==> src/rtl/pva_pkg.sv <==
package pva_pkg;

    localparam int COMP_W = 24;
    localparam int WORD_W = 32;
    localparam int VEC_W  = 4 * COMP_W;

    typedef struct packed {
        logic [COMP_W-1:0] w;
        logic [COMP_W-1:0] z;
        logic [COMP_W-1:0] y;
        logic [COMP_W-1:0] x;
    } attr_vec_t;

    typedef enum logic [1:0] {
        GATHER_W0 = 2'd0,
        GATHER_W1 = 2'd1,
        GATHER_W2 = 2'd2
    } gather_state_t;

    typedef enum logic {
        IMM_FILL  = 1'b0,
        IMM_OFFER = 1'b1
    } imm_state_t;

    typedef enum logic [1:0] {
        ROUTE_TABLE = 2'd0,
        ROUTE_IMM   = 2'd1,
        ROUTE_DROP  = 2'd2
    } route_t;

    // Three packed words -> four components; word a holds the top of w.
    function automatic attr_vec_t unpack_words(input logic [WORD_W-1:0] a,
                                               input logic [WORD_W-1:0] b,
                                               input logic [WORD_W-1:0] c);
        attr_vec_t v;
        v.w = a[31:8];
        v.z = {a[7:0], b[31:16]};
        v.y = {b[15:0], c[31:24]};
        v.x = c[23:0];
        return v;
    endfunction

endpackage

==> src/rtl/pva_word_gather.sv <==
module pva_word_gather
    import pva_pkg::*;
(
    input  logic              clk,
    input  logic              rst_n,
    input  logic              take,
    input  logic [WORD_W-1:0] word,
    output logic              vec_done,
    output attr_vec_t         vec
);

    gather_state_t state, state_nx;
    logic [WORD_W-1:0] hold_a, hold_b;

    always_ff @(posedge clk) begin
        if (!rst_n) state <= GATHER_W0;
        else if (take) state <= state_nx;
    end

    always_comb begin
        state_nx = state;
        unique case (state)
            GATHER_W0: state_nx = GATHER_W1;
            GATHER_W1: state_nx = GATHER_W2;
            GATHER_W2: state_nx = GATHER_W0;
            default:   state_nx = GATHER_W0;
        endcase
    end

    always_ff @(posedge clk) begin
        if (!rst_n) begin
            hold_a <= '0;
            hold_b <= '0;
        end else if (take) begin
            if (state == GATHER_W0) hold_a <= word;
            if (state == GATHER_W1) hold_b <= word;
        end
    end

    always_comb begin
        vec_done = take && (state == GATHER_W2);
        vec      = unpack_words(hold_a, hold_b, word);
    end

    // a completion needs three accepted words, so never two in a row
    a_r2_no_back_to_back: assert property (@(posedge clk) disable iff (!rst_n)
        vec_done |=> !vec_done);

endmodule

==> src/rtl/pva_default_table.sv <==
module pva_default_table
    import pva_pkg::*;
#(
    parameter int DEPTH  = 15,
    parameter int ADDR_W = 4
) (
    input  logic              clk,
    input  logic              rst_n,
    input  logic              wr_en,
    input  logic [ADDR_W-1:0] wr_addr,
    input  attr_vec_t         wr_vec,
    input  logic [ADDR_W-1:0] rd_addr,
    output attr_vec_t         rd_vec
);

    attr_vec_t entry [DEPTH];

    for (genvar e = 0; e < DEPTH; e++) begin : g_entry
        always_ff @(posedge clk) begin
            if (!rst_n) entry[e] <= '0;
            else if (wr_en && (wr_addr == ADDR_W'(e))) entry[e] <= wr_vec;
        end
    end

    always_comb begin
        rd_vec = '0;
        for (int e = 0; e < DEPTH; e++)
            if (rd_addr == ADDR_W'(e)) rd_vec = entry[e];
    end

endmodule

==> src/rtl/pva_imm_assembler.sv <==
module pva_imm_assembler
    import pva_pkg::*;
#(
    parameter int SLOTS  = 8,
    parameter int SLOT_W = 3
) (
    input  logic                   clk,
    input  logic                   rst_n,
    input  logic                   store,
    input  attr_vec_t              vec,
    input  logic [SLOT_W-1:0]      last_slot,
    input  logic                   out_ready,
    output logic                   out_valid,
    output logic [SLOTS*VEC_W-1:0] out_data,
    output logic                   accept
);

    imm_state_t state, state_nx;
    logic [SLOT_W-1:0] slot;
    attr_vec_t slot_q [SLOTS];
    logic final_store;

    assign final_store = store && (slot >= last_slot);

    always_ff @(posedge clk) begin
        if (!rst_n) state <= IMM_FILL;
        else        state <= state_nx;
    end

    always_comb begin
        state_nx = state;
        unique case (state)
            IMM_FILL:  if (final_store) state_nx = IMM_OFFER;
            IMM_OFFER: if (out_ready)   state_nx = IMM_FILL;
            default:   state_nx = IMM_FILL;
        endcase
    end

    always_ff @(posedge clk) begin
        if (!rst_n)           slot <= '0;
        else if (final_store) slot <= '0;
        else if (store)       slot <= slot + 1'b1;
    end

    for (genvar s = 0; s < SLOTS; s++) begin : g_slot
        always_ff @(posedge clk) begin
            if (!rst_n) slot_q[s] <= '0;
            else if (store && (slot == SLOT_W'(s))) slot_q[s] <= vec;
        end
        assign out_data[s*VEC_W +: VEC_W] = slot_q[s];
    end

    always_comb begin
        out_valid = (state == IMM_OFFER);
        accept    = (state == IMM_FILL);
    end

    // offered vertex held stable under back-pressure
    a_r11_hold_stable: assert property (@(posedge clk) disable iff (!rst_n)
        (out_valid && !out_ready) |=> (out_valid && $stable(out_data)));
    // a vertex is offered only after a final slot was stored
    a_r10_offer_after_store: assert property (@(posedge clk) disable iff (!rst_n)
        $rose(out_valid) |-> $past(store));

endmodule

==> src/rtl/packed_attr_loader.sv <==
module packed_attr_loader
    import pva_pkg::*;
#(
    parameter int TABLE_DEPTH = 15,
    parameter int IDX_W       = 5,
    parameter int SLOTS       = 8,
    parameter int SLOT_W      = $clog2(SLOTS),
    parameter int ADDR_W      = $clog2(TABLE_DEPTH + 1)
) (
    input  logic                   clk,
    input  logic                   rst_n,
    input  logic                   wr_valid,
    input  logic [31:0]            wr_data,
    output logic                   wr_ready,
    input  logic                   idx_load,
    input  logic [IDX_W-1:0]       idx_value,
    output logic [IDX_W-1:0]       cur_index,
    input  logic [SLOT_W-1:0]      last_slot,
    input  logic [ADDR_W-1:0]      rd_addr,
    output logic [95:0]            rd_data,
    output logic                   vtx_valid,
    input  logic                   vtx_ready,
    output logic [SLOTS*96-1:0]    vtx_data,
    output logic                   err_flag,
    input  logic                   err_clear
);

    localparam logic [IDX_W-1:0] IMM_INDEX = IDX_W'(TABLE_DEPTH);

    logic      take, vec_done;
    attr_vec_t vec, rd_vec;
    route_t    route;
    logic [IDX_W-1:0] idx_q;
    logic      err_q;
    logic      imm_accept;

    assign take = wr_valid && imm_accept;

    pva_word_gather u_gather (
        .clk      (clk),
        .rst_n    (rst_n),
        .take     (take),
        .word     (wr_data),
        .vec_done (vec_done),
        .vec      (vec)
    );

    always_comb begin
        if (idx_q < IMM_INDEX)       route = ROUTE_TABLE;
        else if (idx_q == IMM_INDEX) route = ROUTE_IMM;
        else                         route = ROUTE_DROP;
    end

    pva_default_table #(.DEPTH(TABLE_DEPTH), .ADDR_W(ADDR_W)) u_table (
        .clk     (clk),
        .rst_n   (rst_n),
        .wr_en   (vec_done && (route == ROUTE_TABLE)),
        .wr_addr (idx_q[ADDR_W-1:0]),
        .wr_vec  (vec),
        .rd_addr (rd_addr),
        .rd_vec  (rd_vec)
    );

    pva_imm_assembler #(.SLOTS(SLOTS), .SLOT_W(SLOT_W)) u_imm (
        .clk       (clk),
        .rst_n     (rst_n),
        .store     (vec_done && (route == ROUTE_IMM)),
        .vec       (vec),
        .last_slot (last_slot),
        .out_ready (vtx_ready),
        .out_valid (vtx_valid),
        .out_data  (vtx_data),
        .accept    (imm_accept)
    );

    always_ff @(posedge clk) begin
        if (!rst_n)                                idx_q <= '0;
        else if (idx_load)                         idx_q <= idx_value;
        else if (vec_done && route == ROUTE_TABLE) idx_q <= idx_q + 1'b1;
    end

    always_ff @(posedge clk) begin
        if (!rst_n)                               err_q <= 1'b0;
        else if (vec_done && route == ROUTE_DROP) err_q <= 1'b1;
        else if (err_clear)                       err_q <= 1'b0;
    end

    always_comb begin
        wr_ready  = imm_accept;
        cur_index = idx_q;
        err_flag  = err_q;
        rd_data   = rd_vec;
    end

    // table write advances the index by one
    a_r5_index_step: assert property (@(posedge clk) disable iff (!rst_n)
        (vec_done && cur_index < IMM_INDEX && !idx_load)
        |=> cur_index == $past(cur_index) + 1'b1);
    // discarded vector leaves the index and raises the error
    a_r7_drop_holds_index: assert property (@(posedge clk) disable iff (!rst_n)
        (vec_done && cur_index > IMM_INDEX && !idx_load)
        |=> ($stable(cur_index) && err_flag));
    // error is sticky without a clear
    a_r8_err_sticky: assert property (@(posedge clk) disable iff (!rst_n)
        (err_flag && !err_clear) |=> err_flag);
    // immediate mode keeps the index at the sentinel
    a_r9_imm_index_holds: assert property (@(posedge clk) disable iff (!rst_n)
        (vec_done && cur_index == IMM_INDEX && !idx_load) |=> cur_index == IMM_INDEX);
    // writes blocked while a vertex is offered
    a_r11_block_writes: assert property (@(posedge clk) disable iff (!rst_n)
        vtx_valid |-> !wr_ready);

endmodule

==> config.mk <==
export PLATFORM = sky130hd
export DESIGN_NAME = packed_attr_loader
export DESIGN_NICKNAME = d
export VERILOG_FILES = /design/src/rtl/pva_pkg.sv /design/src/rtl/pva_word_gather.sv /design/src/rtl/pva_default_table.sv /design/src/rtl/pva_imm_assembler.sv /design/src/rtl/packed_attr_loader.sv
export SDC_FILE = /design/constraint.sdc
export NUM_CORES = 2
export LEC_CHECK = 0
export ABC_AREA = 1
export BUFFER_PORTS_ARGS = -buffer_cell sky130_fd_sc_hd__buf_2
export CAP_MARGIN = 20
export CORE_MARGIN = 2
export CORE_UTILIZATION = 53
export CTS_CLUSTER_SIZE = 25
export DETAILED_ROUTE_END_ITERATION = 12
export GPL_ROUTABILITY_DRIVEN = 0
export PLACE_DENSITY_LB_ADDON = 0.2
export SYNTH_ARGS = -nofsm -noshare
export SYNTH_HDL_FRONTEND = slang
export SYNTH_HIERARCHICAL = 1
export SYNTH_SLANG_ARGS = --single-unit
==> constraint.sdc <==
create_clock -name clk -period 10.6 [get_ports clk]
set_input_delay 2.12 -clock clk [delete_from_list [all_inputs] [get_ports clk]]
set_output_delay 2.12 -clock clk [all_outputs]
set_load 0.02 [all_outputs]
==> results.md <==
* Power Density at between 150 and 200 nW/µm²
* CTS H-tree depth at 4
* Mapped Area at ~92000 µm²
* Worst slack, placed at between 3000 and 4000 ps
* Max-Cap Viols at 0
* Largest net degree at the start of global routing at between 150 and 200
* RSZ-0062 raised after global routing: no
* Port Buffers at 921
* DRT Wirelength at 334000 µm
* Width of the die at around 420 µm
* Critical-path maximum fanout at 54
* Rel. slew slack at between 10% and 20%
* Post-CTS setup buffer count at 0
* Cts bufs inserted at between 200 and 250
* ANT nets after route at 0
* Die ar. at approximately 180000 µm²
* Global-route wire length before repair at 470000 µm
* Wire length per cell at around 29 µm
* Drc violations at 0
* Worst-margin pin slew at 1220 ps
* CP Class: input pin to output pin
* Rows at 153
* Status: finished clean
* Yosys warns at 6
* Hold Crit Class: flop to flop
* Max frequency at around 0.13 GHz
* #FFs+latches synth at between 2000 and 2500
* Vias in the first global route at 65282
* Register area share after synthesis at 73.3%
* Max Slew Vio Count at 0
* Starting DRC count in detailed routing at slightly below 10000
* CTS resizes at 0
* CP Data Required Time at ~8500 ps
* Maximum vdd drop at about 0.19 mV
* Arrival time worst endpoint at around 5400 ps
* Sum Neg Setup Slack at 0 ps
* FILL cells at around 14000
* Global route overflow at 0
* Syn nets at ~8300
* Post-synth EDFFs at 2208
* Synth unique cells at 31
* GRT Total Usage at ~37%
* Initial Util at between 50% and 60%
* Cells after Synth at 8212
* Final period utilization at between 70 and 80%
* Final worst slack at between 3000 and 4000 ps
* Ratio of cells with drive above 1 in the final layout at between 15 and 20%
* Worst flop-to-flop path startpoint: u_imm/out_valid$_SDFF_PN0_
* R2r setup slk at about 5000 ps
* Root Buffer: clkbuf_16
* Worst Skew at approximately 35 ps
* TritonCTS clock tree: done
* Area growth syn-to-layout at 14.8%
* Post-Layout Cell Count at roughly 11000
* Die Ht at ~420 µm
* Most frequent cells in the layout: 2636 x nor2_1, 2208 x edfxtp_1, 1118 x nand2_1, 920 x buf_2, 506 x inv_1
* Hold Crit Start: u_gather/hold_b[10]$_SDFFE_PN0P_
* DR vias at 67876
* Syn_area_per_cell at around 11 µm²
* Leak at 41.1 nW
* Clk_lat worst skew at slightly below 900 ps
* Tmin final at between 7000 and 8000 ps
* Vias per inst at around 5.9
* Nets at roughly 8900
* Clock buffer depth at 3
* Worst r2r path cells at 12
* Post-DP HPWL at a little under 200000 µm
* Placed instance count at between 10000 and 15000
* Core area at 174000 µm²
* End of the critical path: rd_data[38]
* CP Launch Point: rd_addr[1]
* Synth async-reset ratio at 0%
* Most common cell after layout, fill and taps aside: nor2_1
* Initial antenna violation count at 19
* Worst hold slack at 531 ps
* Clk slew on worst S/H paths at around 60 ps
* Primary FF master, synth: edfxtp_1
* Hold_buf cts at 0
* Critical Path Start Type: input pin
* Crit end category: output pin
* Final setup viols at 0
* Final Hold Fails at 0
* RR Endpoint: u_table/entry[1][187]$_SDFFCE_PN0P_
* Drt pass-1 iters at 6
* Top-Level Pins at a little over 900
* Clock sink count at roughly 2300
area by class of cell:
| type | count | area [µm²] | share of cell area [%] |
|---|---|---|---|
| flip-flops and latches | 2284 | 67800 | 63.9 |
| multi-input cells | 4822 | 20600 | 19.4 |
| clock buffers | 305 | 6170 | 5.81 |
| repair buffers | 1028 | 5570 | 5.25 |
| well taps | 2325 | 2910 | 2.74 |
| inverters | 520 | 1950 | 1.84 |
| clock inverters | 120 | 1110 | 1.04 |
| diodes | 10 | 25.0 | 0.0236 |
registers in the layout (all words and copies together), names as in the netlist:
| name | count |
|---|---|
| cur_index | 5 |
| err_flag | 1 |
| u_gather/hold_a | 32 |
| u_gather/hold_b | 32 |
| u_gather/state | 2 |
| u_imm/out_valid | 1 |
| u_imm/slot | 3 |
| u_imm/slot_q | 768 |
| u_table/entry | 1440 |
synthesized netlist by cell type, drive strengths merged (12+ instances only):
library cell | count | area share, %
buf | 178 | 1.1
ha | 12 | 0.16
a21oi | 163 | 0.88
edfxtp | 2208 | 72
or2 | 112 | 0.76
clkbuf | 408 | 1.7
o21ai | 25 | 0.14
nor2 | 2654 | 11
nand3 | 441 | 2.4
inv | 517 | 2.1
dfxtp | 76 | 1.6
nand4 | 272 | 1.9
nand2 | 1136 | 4.6
worst min-delay path by stage:
stage	endpoint	slack, ps	cells past startpoint
3_3_place_gp	cur_index[4]$_SDFFE_PN0P_	490	2
6_report	u_gather/hold_b[10]$_SDFFE_PN0P_	530	4
5_1_grt	u_gather/state[1]$_SDFFE_PN0P_	550	2
3_5_place_dp	u_gather/hold_a[31]$_SDFFE_PN0P_	520	2
2_1_floorplan	u_gather/state[1]$_SDFFE_PN0P_	450	2
4_1_cts	cur_index[4]$_SDFFE_PN0P_	530	2
report_power, final:
group          internal (mW)  switching [mW]  total, mW
clock                   4.42            3.49       7.91
sequential              10.2           0.118       10.3
combinational          0.243            1.21       1.45
routing by layer:
layer | vias up | GRT usage, % | routed length, µm
met3 | 962 | 10.3 | 45100
met5 | - | 0 | 98
li1 | 28605 | - | -
met1 | 33272 | 47.3 | 115000
met2 | 5023 | 55.9 | 149000
met4 | 14 | 23.2 | 24600
cells by family after synthesis:
family                   Yosys count  synth area share [%]
AND/OR/NAND/NOR                 4619                  20.5
flip-flops                      2284                  73.3
buffers and inverters           1106                  4.91
AO/OA/AOI/OAI                    188                  1.02
adder cells (fa/ha/maj)           12                 0.162
multiplexers                       2                0.0216
XOR/XNOR                           1               0.00947
worst max-delay path, cell delays in order:
cell and delay (ps):
buf_2 150, nor2_4 100, buf_4 730, nand2_1 120, buf_4 290, clkinv_2 170
buf_4 750, a21oi_1 130, nand3_1 130, nand2_1 60, nand4_1 70, nand2_1 50
nand2_1 220, buf_2 230
per-stage QoR:
| step | utilization [%] | area, µm² | power [mW] |
|---|---|---|---|
| after detailed placement | 56.9 | 98900 | 11.9 |
| after global placement | 56.9 | 98900 | 11.9 |
| after global routing | 61.2 | 106000 | 20.1 |
| after floorplan | - | 92500 | 11.2 |
| after CTS | 61.1 | 106000 | 19.7 |
| final | 61.2 | 106000 | 19.7 |
Power figures use the tool's default switching activity.
